File: src/rtl/lcd_regbank.sv
module lcd_regbank #(
  parameter int ADDR_W = 6
) (
  input  logic              clk,
  input  logic              rst_n,
  input  logic              wr_en,
  input  logic [ADDR_W-1:0] addr,
  input  logic [31:0]       wdata,
  output logic [31:0]       rdata,
  input  logic              frame_done_set,
  input  logic              palette_done_set,
  input  logic              sync_err_set,
  output logic              irq,
  output logic              en_change,
  output logic              enable,
  output logic              mono,
  output logic              tft,
  output logic [1:0]        plm,
  output logic [1:0]        irq_en,
  output logic [9:0]        width_m1,
  output logic [9:0]        height_m1,
  output logic [21:0]       timing0_hi,
  output logic [21:0]       timing1_hi,
  output logic [31:0]       timing2,
  output logic [31:0]       subpanel,
  output logic [31:0]       ctrl_misc
);
  localparam logic [ADDR_W-1:0] IX_CTRL = ADDR_W'(0);
  localparam logic [ADDR_W-1:0] IX_T0   = ADDR_W'(1);
  localparam logic [ADDR_W-1:0] IX_T1   = ADDR_W'(2);
  localparam logic [ADDR_W-1:0] IX_T2   = ADDR_W'(3);
  localparam logic [ADDR_W-1:0] IX_STAT = ADDR_W'(4);
  localparam logic [ADDR_W-1:0] IX_SUB  = ADDR_W'(5);
  localparam logic [31:0] MISC_MASK = 32'h01CF_F300;
  localparam logic [31:0] CTRL_ONES = 32'hFE00_0C34;
  localparam logic [31:0] T2_ONES   = 32'hFC00_0000;
  localparam logic [31:0] SUB_MASK  = 32'hA1FF_FFFF;

  logic fd, pd, se;
  logic wr_ctrl, turn_on, turn_off;

  assign wr_ctrl  = wr_en && (addr == IX_CTRL);
  assign turn_on  = wr_ctrl && wdata[0] && !enable;
  assign turn_off = wr_ctrl && !wdata[0] && enable;

  always_ff @(posedge clk) begin
    if (!rst_n) begin
      enable     <= 1'b0;
      mono       <= 1'b0;
      tft        <= 1'b0;
      plm        <= 2'd0;
      irq_en     <= 2'd0;
      ctrl_misc  <= '0;
      width_m1   <= '0;
      height_m1  <= '0;
      timing0_hi <= '0;
      timing1_hi <= '0;
      timing2    <= '0;
      subpanel   <= '0;
      en_change  <= 1'b0;
    end else begin
      en_change <= turn_on || turn_off;
      if (wr_ctrl) begin
        enable    <= wdata[0];
        mono      <= wdata[1];
        irq_en    <= wdata[4:3];
        tft       <= wdata[7];
        plm       <= wdata[21:20];
        ctrl_misc <= wdata & MISC_MASK;
      end
      if (wr_en && addr == IX_T0) begin
        width_m1   <= wdata[9:0];
        timing0_hi <= wdata[31:10];
      end
      if (wr_en && addr == IX_T1) begin
        height_m1  <= wdata[9:0];
        timing1_hi <= wdata[31:10];
      end
      if (wr_en && addr == IX_T2)  timing2  <= wdata;
      if (wr_en && addr == IX_SUB) subpanel <= wdata & SUB_MASK;
    end
  end

  always_ff @(posedge clk) begin
    if (!rst_n) begin
      fd <= 1'b0;
      pd <= 1'b0;
      se <= 1'b0;
    end else if (turn_on) begin
      fd <= 1'b0;
      pd <= 1'b0;
      se <= se | sync_err_set;
    end else if (turn_off) begin
      fd <= fd | frame_done_set | (wdata[21:20] != 2'd1);
      pd <= pd | palette_done_set;
      se <= 1'b0;
    end else begin
      fd <= fd | frame_done_set;
      pd <= pd | palette_done_set;
      se <= se | sync_err_set;
    end
  end

  assign irq = (fd & irq_en[0]) | (pd & irq_en[1]) | se;

  always_comb begin
    case (addr)
      IX_CTRL: rdata = CTRL_ONES | ctrl_misc | {8'd0, tft, 1'b0, plm, 12'd0, tft, 2'd0, irq_en, 1'b0, mono, enable};
      IX_T0:   rdata = {timing0_hi, width_m1} | 32'h0000_000F;
      IX_T1:   rdata = {timing1_hi, height_m1};
      IX_T2:   rdata = timing2 | T2_ONES;
      IX_STAT: rdata = {25'd0, pd, 3'd0, se, 1'b0, fd};
      IX_SUB:  rdata = subpanel;
      default: rdata = '0;
    endcase
  end
endmodule

File: config.mk
export PLATFORM = sky130hd
export DESIGN_NAME = lcd_regbank
export DESIGN_NICKNAME = d
export VERILOG_FILES = /design/src/rtl/lcd_regbank.sv
export SDC_FILE = /design/constraint.sdc
export NUM_CORES = 1
export LEC_CHECK = 0
export BUFFER_PORTS_ARGS = -buffer_cell sky130_fd_sc_hd__buf_2
export CORE_MARGIN = 5
export CORE_UTILIZATION = 45
export DETAILED_ROUTE_END_ITERATION = 8
export PLACE_DENSITY_LB_ADDON = 0.2
export SLEW_MARGIN = 25
export SYNTH_ARGS = -nofsm -noshare
export SYNTH_HDL_FRONTEND = slang
export SYNTH_SLANG_ARGS = --single-unit
export TNS_END_PERCENT = 20
File: constraint.sdc
create_clock -name clk -period 1.62 [get_ports clk]
set_clock_uncertainty 0.15 [all_clocks]
set_input_delay 0.081 -clock clk [delete_from_list [all_inputs] [get_ports clk]]
set_output_delay 0.081 -clock clk [all_outputs]
set_load 0.1 [all_outputs]
# Word level (Yosys, flattened, before mapping)
# Cells that the tools add are included.
# W data, S select, Z words.
# word_totals
output_inout_bits	201
ram_bits	0
inputBits	44
latch_bits	0
mem_count	0
reg_bits	147
elab_cells	50
romBits	0
# classes
n_shift	0
bitwise_logic	10
mux	4
n_div	0
reduce_logical	14
add_sub_neg	0
magnitude_cmp	0
n_eq_ne	6
mul	0
# ops
cell	count
$pmux W32 S6	1
$or A32 B24 Y32	1
$eq A6 B2 Y1 const B	2
$eq A6 B3 Y1 const B	2
$logic_and A1 B1 Y1	9
$eq A6 B1 Y1 const B	1
$logic_not A6 Y1	1
$or A1 B1 Y1	6
$mux W1	3
$and A1 B1 Y1	2
$logic_not A1 Y1	2
$ne A2 B1 Y1 const B	1
$reduce_or A2 Y1	1
$logic_or A1 B1 Y1	1
$not A1 Y1	1

# Depth between registers and ports, before layout
# logic_depth
ltp_word	6
ltp_mapped	6
ltp_nobuf	3

# Worst setup path after synthesis
# Ideal clock, no wire load.
# synth_timing
path_kind	register to output
from	reg subpanel[2]
to	out rdata[2]
t_arrival_ns	3.437
path_stages_with_launch	3
required_time_ns	1.389
setup_slack_ns	-2.048
path_cell_list	dfxtp_1 -> mux2i_1 -> o32ai_1
# synth_via
elab_chain_len	1
# synth_lines
element	line_no	text
from (decl)	25	output logic [31:0] subpanel,
from (signal assigned)	80	if (wr_en && addr == IX_SUB) subpanel <= wdata & SUB_MASK;
$pmux W32 S6	107	case (addr)
to (decl)	9	output logic [31:0] rdata,
# Every way passes these cells.

# Final worst setup path
# layout_timing
from	reg ctrl_misc[23]
to	out rdata[23]
# layout_via
elab_chain_len	2
# layout_lines
element	line_no	text
from (decl)	26	output logic [31:0] ctrl_misc
from (signal assigned)	69	ctrl_misc <= wdata & MISC_MASK;
$or A32 B24 Y32	108	IX_CTRL: rdata = CTRL_ONES | ctrl_misc | {8'd0, tft, 1'b0, plm, 12'd0, tft, 2'd0, irq_en, 1'b0, mono, enable};
$pmux W32 S6	107	
# Every way passes these cells.

==> summary.txt <==
Min path
  – Hold path endpoint: enable$_SDFFE_PN0P_
  – Hold path cells: 5
  – Hold path startpoint: addr[0]
  – Hold Path Class: in -> reg

Critical path
  – WP depth: 5
  – WP data required: 1.39 ns
  – Crit path buf inv count: 2
  – Crit path capture type: output port
  – CP Max Fanout: 3
  – Worst path top cell family by delay: buffers and inverters
  – Worst path max stage delay: 0.34 ns
  – Reg2Reg Capture Point: fd$_SDFF_PP0_
  – WS Path Type: reg -> out
  – Critical-path cell list: or2_4 -> a222oi_1 -> buf_4 -> o2bb2ai_4 -> buf_12
  – Critical path data arrival time: 1.69 ns
  – Slowest CP cell: dfxtp_4
  – R2r worst-path depth: 3
  – R2R setup slack: 0.50 ns
  – Worst R2R Start: enable$_SDFFE_PN0P_
  – CP Launch Type: flip-flop

Synth
  – Main synth FF type: dfxtp_1
  – Yosys reg bits: 147
  – Mux contribution to synthesized area: 22.2%
  – Synth warnings: 0
  – Syn avg cell area: 9.33 um2
  – Commonest cells in the netlist: nand2_1 (156), dfxtp_1 (147), mux2i_1 (146), clkbuf_1 (44)
  – Simple-Gate Fraction of Synth Area: 15.4%
  – Asr flop ratio synth: 0%
  – Largest family of logic cells by synthesized area: multiplexers
  – Yosys cell types: 46
  – Post-synth EDFFs: 0
  – Compound-gate portion of the synthesized area: 11.3%
  – Top cell type's share of synthesized area: 44.0%
  – Post-synthesis cell count: 717
  – Cell taking the most area after synthesis: dfxtp_1
  – Post-Synth XOR/XNOR Area: 0.131%
  – Adder-Cell Fraction of Synth Area: 0%
  – Area contributors post-synth: dfxtp_1 (44%), mux2i_1 (22%), nand2_1 (8.7%)
  – Cell area after synthesis: 0.00669 mm2
  – Top-count cell post-synth: nand2_1
  – Register area share after synthesis: 44.0%

GRT
  – First-pass GRT wire length: 36200 um
  – Largest net degree at the start of global routing: 51
  – Initial antenna violation count: 0
  – Vias in the first global route: 6602
  – Tot GR Track Use: 25.6%
  – GRT overflow: 0

Status
  – Violations in the final reports: setup timing
  – Status: finished with violations

STA
  – Max Slew Vio Count: 0
  – Period utilisation layout: 118%
  – Total negative slack: -3.39 ns
  – Max Fclk: 522 MHz
  – RSZ-0062 raised after global routing: yes
  – Finish-stage setup viols: 26
  – Final min period: 1.92 ns
  – Least-Margin Pin Slew: 0.522 ns
  – Final hold violation count: 0
  – Slew headroom: 65.4%
  – Final WS setup: -0.297 ns

Clocking
  – Clk pin slew, worst setup/hold paths: 0.06 ns
  – Root cell of the clock tree: clkbuf_16
  – CTS max path bufs: 2
  – CTS tree: built
  – H-Tree Depth: 4
  – Worst skew pair latency: 0.42 ns
  – TritonCTS Buffers: 17
  – # clock sinks: 147

Final layout
  – Fillers: 1098
  – Final Cell Area: 0.0102 mm2
  – Layout cell share with drive strength beyond 1: 39.0%
  – Area delta synth->final: 52.4%
  – Multi-input gate area: 0.00360 mm2
  – Ant diodes: 0
  – Post-layout util: 70.2%
  – Nets: 1043
  – Area taken by flip-flops and latches: 0.00302 mm2

Placed design
  – Placed Area: 0.00907 mm2
  – Final Wtd Congestion: 0.831
  – Hpwl dp: 15700 um
  – PortBufs: 220
  – DP Worst Slack: -0.301 ns

Drt
  – WL final: 22800 um
  – Drt drc: 0
  – TritonRoute pass-1 iters: 7
  – Initial DRC count: 415
  – DR WL/cell: 19.1 um
  – Via density: 5.44
  – Via count: 6503
  – Final ANT Viol Nets: 0

Run
  – MaxCap Viol Count: 0

Die
  – Die Wd: 132 um
  – IO Pins: 245
  – Starting density of the core: 46.0%
  – Die area: 0.0174 mm2
  – Cell Rows: 44
  – Core area: 0.0145 mm2
  – Die Ht: 132 um

Pwr
  – PD cells: 859 mW/mm2
  – Leak: 0.00528 uW
  – Peak supply drop: 0.694 mV
stage by stage:
| step | std cells | total power, uW | hold WS [ns] |
|---|---|---|---|
| 5_1_grt | 1196 | 9010 | 0.0503 |
| 3_5_place_dp | 1124 | 4710 | 0.176 |
| 4_1_cts | 1195 | 8790 | 0.00511 |
| 3_3_place_gp | 1124 | 4710 | 0.178 |
| 6_report | 1196 | 8760 | 0.0336 |
| 2_1_floorplan | 740 | 4450 | 0.0683 |
layer usage:
metal / part of all wire [%] / track usage, % / vias up / wire, um
met4: 3.2 / 11.3 / 0 / 720
met5: 0 / 0 / - / 0
li1: - / - / 3082 / -
met2: 49 / 42.6 / 286 / 11200
met3: 7.3 / 6.87 / 53 / 1660
met1: 41 / 31.1 / 3082 / 9270
cells by family after synthesis:
| family | Yosys count |
|---|---|
| AO/OA/AOI/OAI | 106 |
| XOR/XNOR | 1 |
| buffers and inverters | 90 |
| flip-flops | 147 |
| multiplexers | 148 |
| other | 1 |
| AND/OR/NAND/NOR | 224 |
worst max path at each step:
| stage | slack (ns) | to | start |
|---|---|---|---|
| floorplan | -0.96 | rdata[6] | addr[5] |
| global placement | -0.27 | subpanel[14]$_SDFFE_PN0P_ | addr[5] |
| detailed placement | -0.30 | subpanel[8]$_SDFFE_PN0P_ | addr[5] |
| CTS | -0.35 | rdata[23] | ctrl_misc[23]$_SDFFE_PN0P_ |
| global route | -0.40 | rdata[19] | timing1_hi[9]$_SDFFE_PN0P_ |
| finish | -0.30 | rdata[23] | ctrl_misc[23]$_SDFFE_PN0P_ |
power breakdown:
| part | total (uW) | internal, uW | leakage (uW) | switching [uW] |
|---|---|---|---|---|
| sequential | 3640 | 3620 | 0.00121 | 16.0 |
| clock | 4020 | 2460 | 0.000301 | 1560 |
| combinational | 1100 | 324 | 0.00377 | 780 |
layout make-up:
class,count,share of cell area [%]
inverters,3,0.110
clock buffers,19,4.34
clock inverters,13,1.55
well taps,184,2.26
flip-flops and latches,147,29.6
repair buffers,327,26.8
multi-input cells,503,35.3
worst min-delay path, stage by stage:
cell and delay [ns]:
buf_2 0.14, buf_4 0.15, nor4bb_1 0.06, nand2_1 0.07, a21oi_1 0.05
what timing repair did:
| action | CTS | global route |
|---|---|---|
| endpoints found under the setup margin | 33 | 67 |
| endpoints found under the hold margin | 147 | 0 |
| gates resized for setup | 23 | 26 |
| buffers inserted | 1 | 1 |
| pin swaps | 14 | 15 |
| hold buffers | 38 | 0 |
| cloned | 0 | 0 |
cells in the final DEF (no fill, tap or decap), types with 2 or more instances in the layout:
master,n
mux2i_1,146
a222oi_1,3
nand3_1,19
clkbuf_16,18
a2bb2oi_1,4
nor2_4,3
nand2b_1,2
buf_4,50
clkinv_4,4
inv_1,3
a22o_1,4
o2bb2ai_1,14
clkinv_2,4
o211ai_1,2
buf_6,9
o22ai_1,7
buf_8,2
nand4_1,2
dfxtp_1,101
conb_1,24
dlygate4sd3_1,38
bufinv_16,3
nor2_2,2
dfxtp_4,8
a21oi_1,21
and4_1,14
o21ai_0,21
dfxtp_2,38
buf_2,181
inv_4,2
o2bb2ai_4,5
buf_12,46
nor2_1,2
nand3_2,2
o21ai_1,2
nand2_1,156
a221o_1,16
state kept, by name (all words and copies together) (netlist names):
signal and cells:
ctrl_misc 13, en_change 1, enable 1, fd 1, height_m1 10, irq_en 2
mono 1, pd 1, plm 2, se 1, subpanel 27, tft 1
timing0_hi 22, timing1_hi 22, timing2 32, width_m1 10
Note: power is estimated with default switching activity, not from simulation.
